### src/rtl/irq_poll_pkg.sv
package irq_poll_pkg;
  localparam int NUM_LVL = 8;
  localparam int LVL_W   = $clog2(NUM_LVL);
  localparam int DATA_W  = 8;

  // command word bit positions
  localparam int CMD_RIS  = 0;
  localparam int CMD_RR   = 1;
  localparam int CMD_POLL = 2;
  localparam int CMD_SMM  = 5;
  localparam int CMD_ESMM = 6;

  typedef enum logic [2:0] {
    SEL_NONE,
    SEL_IRR,
    SEL_ISR,
    SEL_IMR,
    SEL_POLL
  } rdSel_t;

  typedef struct packed {
    logic   maskWr;
    logic   pollRd;
    logic   freeze;
    logic   smmOn;
    rdSel_t rdSel;
  } ctlStrobes_t;
endpackage

### src/rtl/irq_prio_resolver.sv
module irq_prio_resolver #(
  parameter int NUM_LVL = 8,
  localparam int LVL_W = $clog2(NUM_LVL)
) (
  input  logic [NUM_LVL-1:0] req,
  input  logic [NUM_LVL-1:0] inSvc,
  output logic               winValid,
  output logic [LVL_W-1:0]   winLvl
);
  logic [LVL_W:0] limit;
  logic           limFound;

  // the highest-priority in-service level bounds which requests may win
  always_comb begin
    limit    = (LVL_W+1)'(NUM_LVL);
    limFound = 1'b0;
    for (int i = 0; i < NUM_LVL; i++) begin
      if (inSvc[i] && !limFound) begin
        limit    = (LVL_W+1)'(i);
        limFound = 1'b1;
      end
    end
  end

  always_comb begin
    winValid = 1'b0;
    winLvl   = '0;
    for (int i = 0; i < NUM_LVL; i++) begin
      if (req[i] && !winValid && ((LVL_W+1)'(i) < limit)) begin
        winValid = 1'b1;
        winLvl   = LVL_W'(i);
      end
    end
  end
endmodule

### src/rtl/irq_poll_ctrl.sv
module irq_poll_ctrl
  import irq_poll_pkg::*;
(
  input  logic              clk,
  input  logic              rst,
  input  logic              csN,
  input  logic              rdN,
  input  logic              wrN,
  input  logic              addr,
  input  logic [DATA_W-1:0] din,
  output ctlStrobes_t       stb,
  output logic              pollArmed
);
  logic selIsr;
  logic smmQ;
  logic cmdWr;
  logic statRd;
  logic maskRd;

  assign cmdWr  = !csN && !wrN && !addr;
  assign statRd = !csN && !rdN && !addr;
  assign maskRd = !csN && !rdN && addr;

  always_ff @(posedge clk) begin
    if (rst) begin
      selIsr    <= 1'b0;
      smmQ      <= 1'b0;
      pollArmed <= 1'b0;
    end else begin
      if (cmdWr) begin
        if (din[CMD_RR])   selIsr <= din[CMD_RIS];
        if (din[CMD_ESMM]) smmQ   <= din[CMD_SMM];
        pollArmed <= din[CMD_POLL];
      end else if (statRd) begin
        pollArmed <= 1'b0;
      end
    end
  end

  always_comb begin
    stb.maskWr = !csN && !wrN && addr;
    stb.pollRd = statRd && pollArmed;
    stb.freeze = pollArmed || (cmdWr && din[CMD_POLL]);
    stb.smmOn  = smmQ;
    if (maskRd)                      stb.rdSel = SEL_IMR;
    else if (statRd && pollArmed)    stb.rdSel = SEL_POLL;
    else if (statRd && selIsr)       stb.rdSel = SEL_ISR;
    else if (statRd)                 stb.rdSel = SEL_IRR;
    else                             stb.rdSel = SEL_NONE;
  end
endmodule

### src/rtl/irq_poll_dp.sv
module irq_poll_dp
  import irq_poll_pkg::*;
(
  input  logic               clk,
  input  logic               rst,
  input  ctlStrobes_t        stb,
  input  logic [DATA_W-1:0]  din,
  input  logic [NUM_LVL-1:0] irqIn,
  input  logic               eoi,
  output logic [DATA_W-1:0]  dout,
  output logic [NUM_LVL-1:0] irrQ,
  output logic [NUM_LVL-1:0] isrQ,
  output logic [NUM_LVL-1:0] imrQ
);
  logic [NUM_LVL-1:0] isrEff;
  logic               winValid;
  logic [LVL_W-1:0]   winLvl;
  logic [NUM_LVL-1:0] ackMask;
  logic [NUM_LVL-1:0] eoiClr;
  logic [DATA_W-1:0]  pollByte;

  assign isrEff = stb.smmOn ? (isrQ & ~imrQ) : isrQ;

  irq_prio_resolver #(.NUM_LVL(NUM_LVL)) u_res (
    .req      (irrQ & ~imrQ),
    .inSvc    (isrEff),
    .winValid (winValid),
    .winLvl   (winLvl)
  );

  assign ackMask = (stb.pollRd && winValid) ? (NUM_LVL'(1) << winLvl) : '0;
  assign eoiClr  = eoi ? (isrQ & ~(isrQ - NUM_LVL'(1))) : '0;

  always_ff @(posedge clk) begin
    if (rst) begin
      irrQ <= '0;
      isrQ <= '0;
      imrQ <= '0;
    end else begin
      if (stb.freeze) irrQ <= irrQ & ~ackMask;
      else            irrQ <= irrQ | irqIn;
      isrQ <= (isrQ & ~eoiClr) | ackMask;
      if (stb.maskWr) imrQ <= din[NUM_LVL-1:0];
    end
  end

  always_comb begin
    pollByte = '0;
    pollByte[DATA_W-1] = winValid;
    pollByte[LVL_W-1:0] = winValid ? winLvl : '0;
  end

  always_comb begin
    case (stb.rdSel)
      SEL_IRR:  dout = DATA_W'(irrQ);
      SEL_ISR:  dout = DATA_W'(isrQ);
      SEL_IMR:  dout = DATA_W'(imrQ);
      SEL_POLL: dout = pollByte;
      default:  dout = '0;
    endcase
  end
endmodule

### src/rtl/irq_poll_front.sv
module irq_poll_front
  import irq_poll_pkg::*;
(
  input  logic              clk,
  input  logic              rst,
  input  logic              csN,
  input  logic              rdN,
  input  logic              wrN,
  input  logic              addr,
  input  logic [DATA_W-1:0] din,
  output logic [DATA_W-1:0] dout,
  input  logic [NUM_LVL-1:0] irqIn,
  input  logic              eoi
);
  ctlStrobes_t        stb;
  logic               pollArmed;
  logic [NUM_LVL-1:0] irrQ;
  logic [NUM_LVL-1:0] isrQ;
  logic [NUM_LVL-1:0] imrQ;

  irq_poll_ctrl u_ctrl (
    .clk       (clk),
    .rst       (rst),
    .csN       (csN),
    .rdN       (rdN),
    .wrN       (wrN),
    .addr      (addr),
    .din       (din),
    .stb       (stb),
    .pollArmed (pollArmed)
  );

  irq_poll_dp u_dp (
    .clk   (clk),
    .rst   (rst),
    .stb   (stb),
    .din   (din),
    .irqIn (irqIn),
    .eoi   (eoi),
    .dout  (dout),
    .irrQ  (irrQ),
    .isrQ  (isrQ),
    .imrQ  (imrQ)
  );
endmodule

### config.mk
export PLATFORM = sky130hd
export DESIGN_NAME = irq_poll_front
export DESIGN_NICKNAME = d
export VERILOG_FILES = /design/src/rtl/irq_poll_pkg.sv /design/src/rtl/irq_prio_resolver.sv /design/src/rtl/irq_poll_ctrl.sv /design/src/rtl/irq_poll_dp.sv /design/src/rtl/irq_poll_front.sv
export SDC_FILE = /design/constraint.sdc
export NUM_CORES = 1
export LEC_CHECK = 0
export BUFFER_PORTS_ARGS = -buffer_cell sky130_fd_sc_hd__buf_2
export CORE_MARGIN = 1
export CORE_UTILIZATION = 50
export DETAILED_ROUTE_END_ITERATION = 7
export GPL_TIMING_DRIVEN = 0
export HOLD_SLACK_MARGIN = 0.12
export PLACE_DENSITY_LB_ADDON = 0.3
export SYNTH_ARGS = -nofsm -noshare
export SYNTH_HDL_FRONTEND = slang
export SYNTH_HIERARCHICAL = 1
export SYNTH_SLANG_ARGS = --single-unit
### constraint.sdc
create_clock -name clk -period 2.2 [get_ports clk]
set_clock_uncertainty 0.15 [all_clocks]
set_input_delay 0.22 -clock clk [delete_from_list [all_inputs] [get_ports clk]]
set_output_delay 0.22 -clock clk [all_outputs]
set_load 0.01 [all_outputs]
==> flow_summary_export.csv <==
group,metric,value,unit
outcome,status,"finished, violations left",
outcome,violations,"negative setup slack",
finish,nNetsFinal,306,
global_route,first_global_vias,1805,
finish,num_antenna_cells,0,
timing,worst_pin_slew,1.07,ns
yosys,yosysTopAreaCellShare,31.5,%
critical_path,path_max_fanout,6,
critical_path,r2r_cells,10,
yosys,ys_async_sr_fraction,0,%
placed_design,dp_hpwl,3300,µm
timing,max_slew_margin,27.9,%
finish,design_area,2540,µm²
placed_design,place.gp.congestion,0.970,
yosys,synth.area.mux_share,10.9,%
critical_path,end_kind,"primary output",
timing,setup_violations,19,
cts,clk_latency,0.35,ns
route,finalWirelength,6040,µm
finish,finish.utilization,80.7,%
critical_path,r2r-start,"u_ctrl/smmQ",
yosys,yosysSeqAreaShare,31.5,%
timing,rsz0062_at_grt,"yes",
route,num_vias,2035,
route,route.detailed.drc,0,
critical_path,critPathLaunchType,"register",
floorplan,placementRows,20,
timing,hold_violations,0,
cts,clockRootBuffer,"clkbuf_4",
critical_path,worstSetupEndpoint,"dout[0]",
yosys,synth-seq-cells,27,
critical_path,cp.arrival,2.25,ns
cts,path_clk_slew,0.17,ns
yosys,yosys.area_share.simple,30.3,%
critical_path,r2r-end,"u_dp/isrQ[6]",
global_route,gr-usage-all-layers,29.6,%
yosys,synth_xor_xnor_area_share,0,%
finish,syn2layout_area_growth,48.3,%
power,p_total,1.12,mW
floorplan,fp.dieH,60.6,µm
timing,post-route-period-util,119,%
critical_path,critPathRequiredTime,1.83,ns
cts,cts_buffers,3,
timing,slew_violations,0,
floorplan,die_width,60.6,µm
cts,h-tree-depth,1,
cts,cts_tree,"yes",
route,final_antenna_net_count,0,
yosys,synth_flop_cell,"dfxtp_1",
route,drtIter0Drc,245,
critical_path,reg2reg_slack,-0.35,ns
route,wl_per_cell,18.5,µm
global_route,grt_pass1_wl,8050,µm
yosys,synth_cell_types,43,
timing,fmax,381,MHz
timing,finalWorstSetupSlack,-0.423,ns
floorplan,core,3150,µm²
yosys,synth-edff-count,0,
yosys,synth_area_per_cell,8.21,µm²
route,via_per_inst,6.24,
yosys,synthCells,209,
yosys,synth_compound_area_share,22.8,%
global_route,grt_max_degree,18,
worst_hold_path,hold_class,"in -> reg",
placed_design,placed_area,1910,µm²
yosys,syn_area,1720,µm²
timing,layout_min_cycle_time,2.62,ns
cts,max-clock-path-buffers,2,
global_route,antenna_found_initial,0,
floorplan,io_pins,31,
power,power_density,440,nW/µm²
yosys,synth_area_leaders,"dfxtp_1 31%, mux2i_1 7.6%, nor2b_1 6.2%",
yosys,yosysWarnings,6,
floorplan,initial_core_util,54.4,%
yosys,synth_top_family_by_area,"simple AND/OR/NAND/NOR gates",
power,max-vdd-ir-drop,0.000515,V
critical_path,critPathKind,"reg -> out",
placed_design,io_buffers,28,
cts,cts.sinks,27,
global_route,gr-total-overflow,0,
yosys,yosysTopAreaCell,"dfxtp_1",
critical_path,setup.worst_path.start,"u_ctrl/smmQ",
run,cap_violations,0,
yosys,syn-num-nets,232,
floorplan,die_area,3670,µm²
route,dr.pass1.iters,5,
yosys,synth_fa_ha_area_share,0,%
finish,drive_gt1_share,40.4,%
power,leakagePower,1.02,nW
[cell families after synthesis]
| family | Yosys count |
|---|---|
| buffers and inverters | 15 |
| muxes | 18 |
| and+or+nand+nor | 89 |
| AOI/OAI and AO/OA | 60 |
| DFF | 27 |
[final cells by class]
type | count | area (µm²)
clock buffers | 3 | 22.5
flip-flops and latches | 27 | 558
plain buffers | 8 | 55.1
multi-input cells | 167 | 1290
fillers | 207 | 608
repair buffers | 70 | 528
well taps | 44 | 55.1
clock inverters | 1 | 8.76
inverters | 6 | 22.5
[how the worst min path moves through the flow]
stage | start | to | slack (ns) | cells after the start
detailed placement | din[3] | u_dp/imrQ[3] | 0.32 | 3
global route | csN | u_dp/isrQ[5] | 0.17 | 4
finish | csN | u_dp/isrQ[5] | 0.15 | 4
CTS | addr | u_dp/isrQ[5] | 0.12 | 4
floorplan | rst | u_dp/irrQ[0] | 0.14 | 1
global placement | din[3] | u_dp/imrQ[3] | 0.31 | 3
[report_power, final]
part           switching [mW]  internal, mW  total (mW)
Combinational           0.178         0.168       0.346
Clock                   0.171        0.0746       0.246
Sequential             0.0215         0.506       0.528
[metrics by stage]
stage	TNS (ns)	worst slack (ns)	std cells	hold slack (ns)
after floorplan	0	0.00940	209	0.142
after global placement	-4.54	-0.367	281	0.307
final	-3.73	-0.423	326	0.147
after global routing	-6.58	-0.703	326	0.169
after detailed placement	-4.83	-0.376	281	0.317
after CTS	-1.33	-0.293	321	0.121
[cell usage in the layout, fill, tap and decap left out, types with 4 or more instances in the layout]
cell | netlist | layout
nor3_1 | 7 | 5
dfxtp_1 | 27 | 17
nand2b_1 | 7 | 6
nor2b_1 | 17 | 12
buf_2 | 2 | 29
dlygate4sd3_1 | 0 | 23
dfxtp_2 | 0 | 8
buf_4 | 1 | 16
nor2_1 | 27 | 24
a21boi_2 | 0 | 5
nand2_1 | 5 | 4
o21ai_0 | 9 | 5
nor2b_4 | 0 | 4
a21oi_1 | 21 | 17
buf_6 | 2 | 6
nand3b_1 | 4 | 4
inv_1 | 6 | 6
clkbuf_4 | 0 | 4
nor3_2 | 2 | 4
mux2i_1 | 13 | 13
[worst max-delay path, cell delays in order (launching register included)]
cell,delay [ns]
dfxtp_4,0.41
buf_4,0.17
a21boi_1,0.27
a21oi_2,0.09
a21oi_4,0.23
o221ai_2,0.14
nor2b_4,0.16
a32oi_1,0.18
o22ai_1,0.10
buf_2,0.15
[sequential cells by signal, summed over array words and instances (netlist names)]
signal	cells
u_ctrl/pollArmed	1
u_dp/imrQ	8
u_ctrl/smmQ	1
u_ctrl/selIsr	1
u_dp/irrQ	8
u_dp/isrQ	8
[metal layers]
layer | track usage [%] | vias to the layer above | part of all wire [%]
met4 | 8.12 | 0 | 3.6
met2 | 52.0 | 127 | 48
met1 | 36.4 | 968 | 40
met5 | 0 | - | 0
met3 | 6.82 | 33 | 8.5
li1 | - | 907 | -
[repair_timing]
action	CTS	global route
pin swaps	12	11
setup buffers	14	5
hold buffers	23	0
endpoints found under the setup margin	24	24
gates resized for setup	46	33
hold endpoints to repair	22	0
[synthesized netlist by cell type (2+ instances only)]
library cell  number
or2_2              2
nor2b_1           17
buf_2              2
inv_1              6
a21oi_1           21
o22ai_1            2
nand4_1            2
mux2_2             5
nor3_2             2
nor3_1             7
o21a_1             2
nand3b_1           4
clkbuf_1           4
a311oi_1           2
nor2_1            27
nand2_1            5
dfxtp_1           27
nand2b_1           7
buf_6              2
nand3_1            3
nor4b_2            2
a32oi_1            3
nor4b_1            2
mux2i_1           13
a22oi_1            5
nor3b_1            3
a21boi_0           8
o21ai_0            9
No activity file was read; power rests on OpenSTA's default activity.
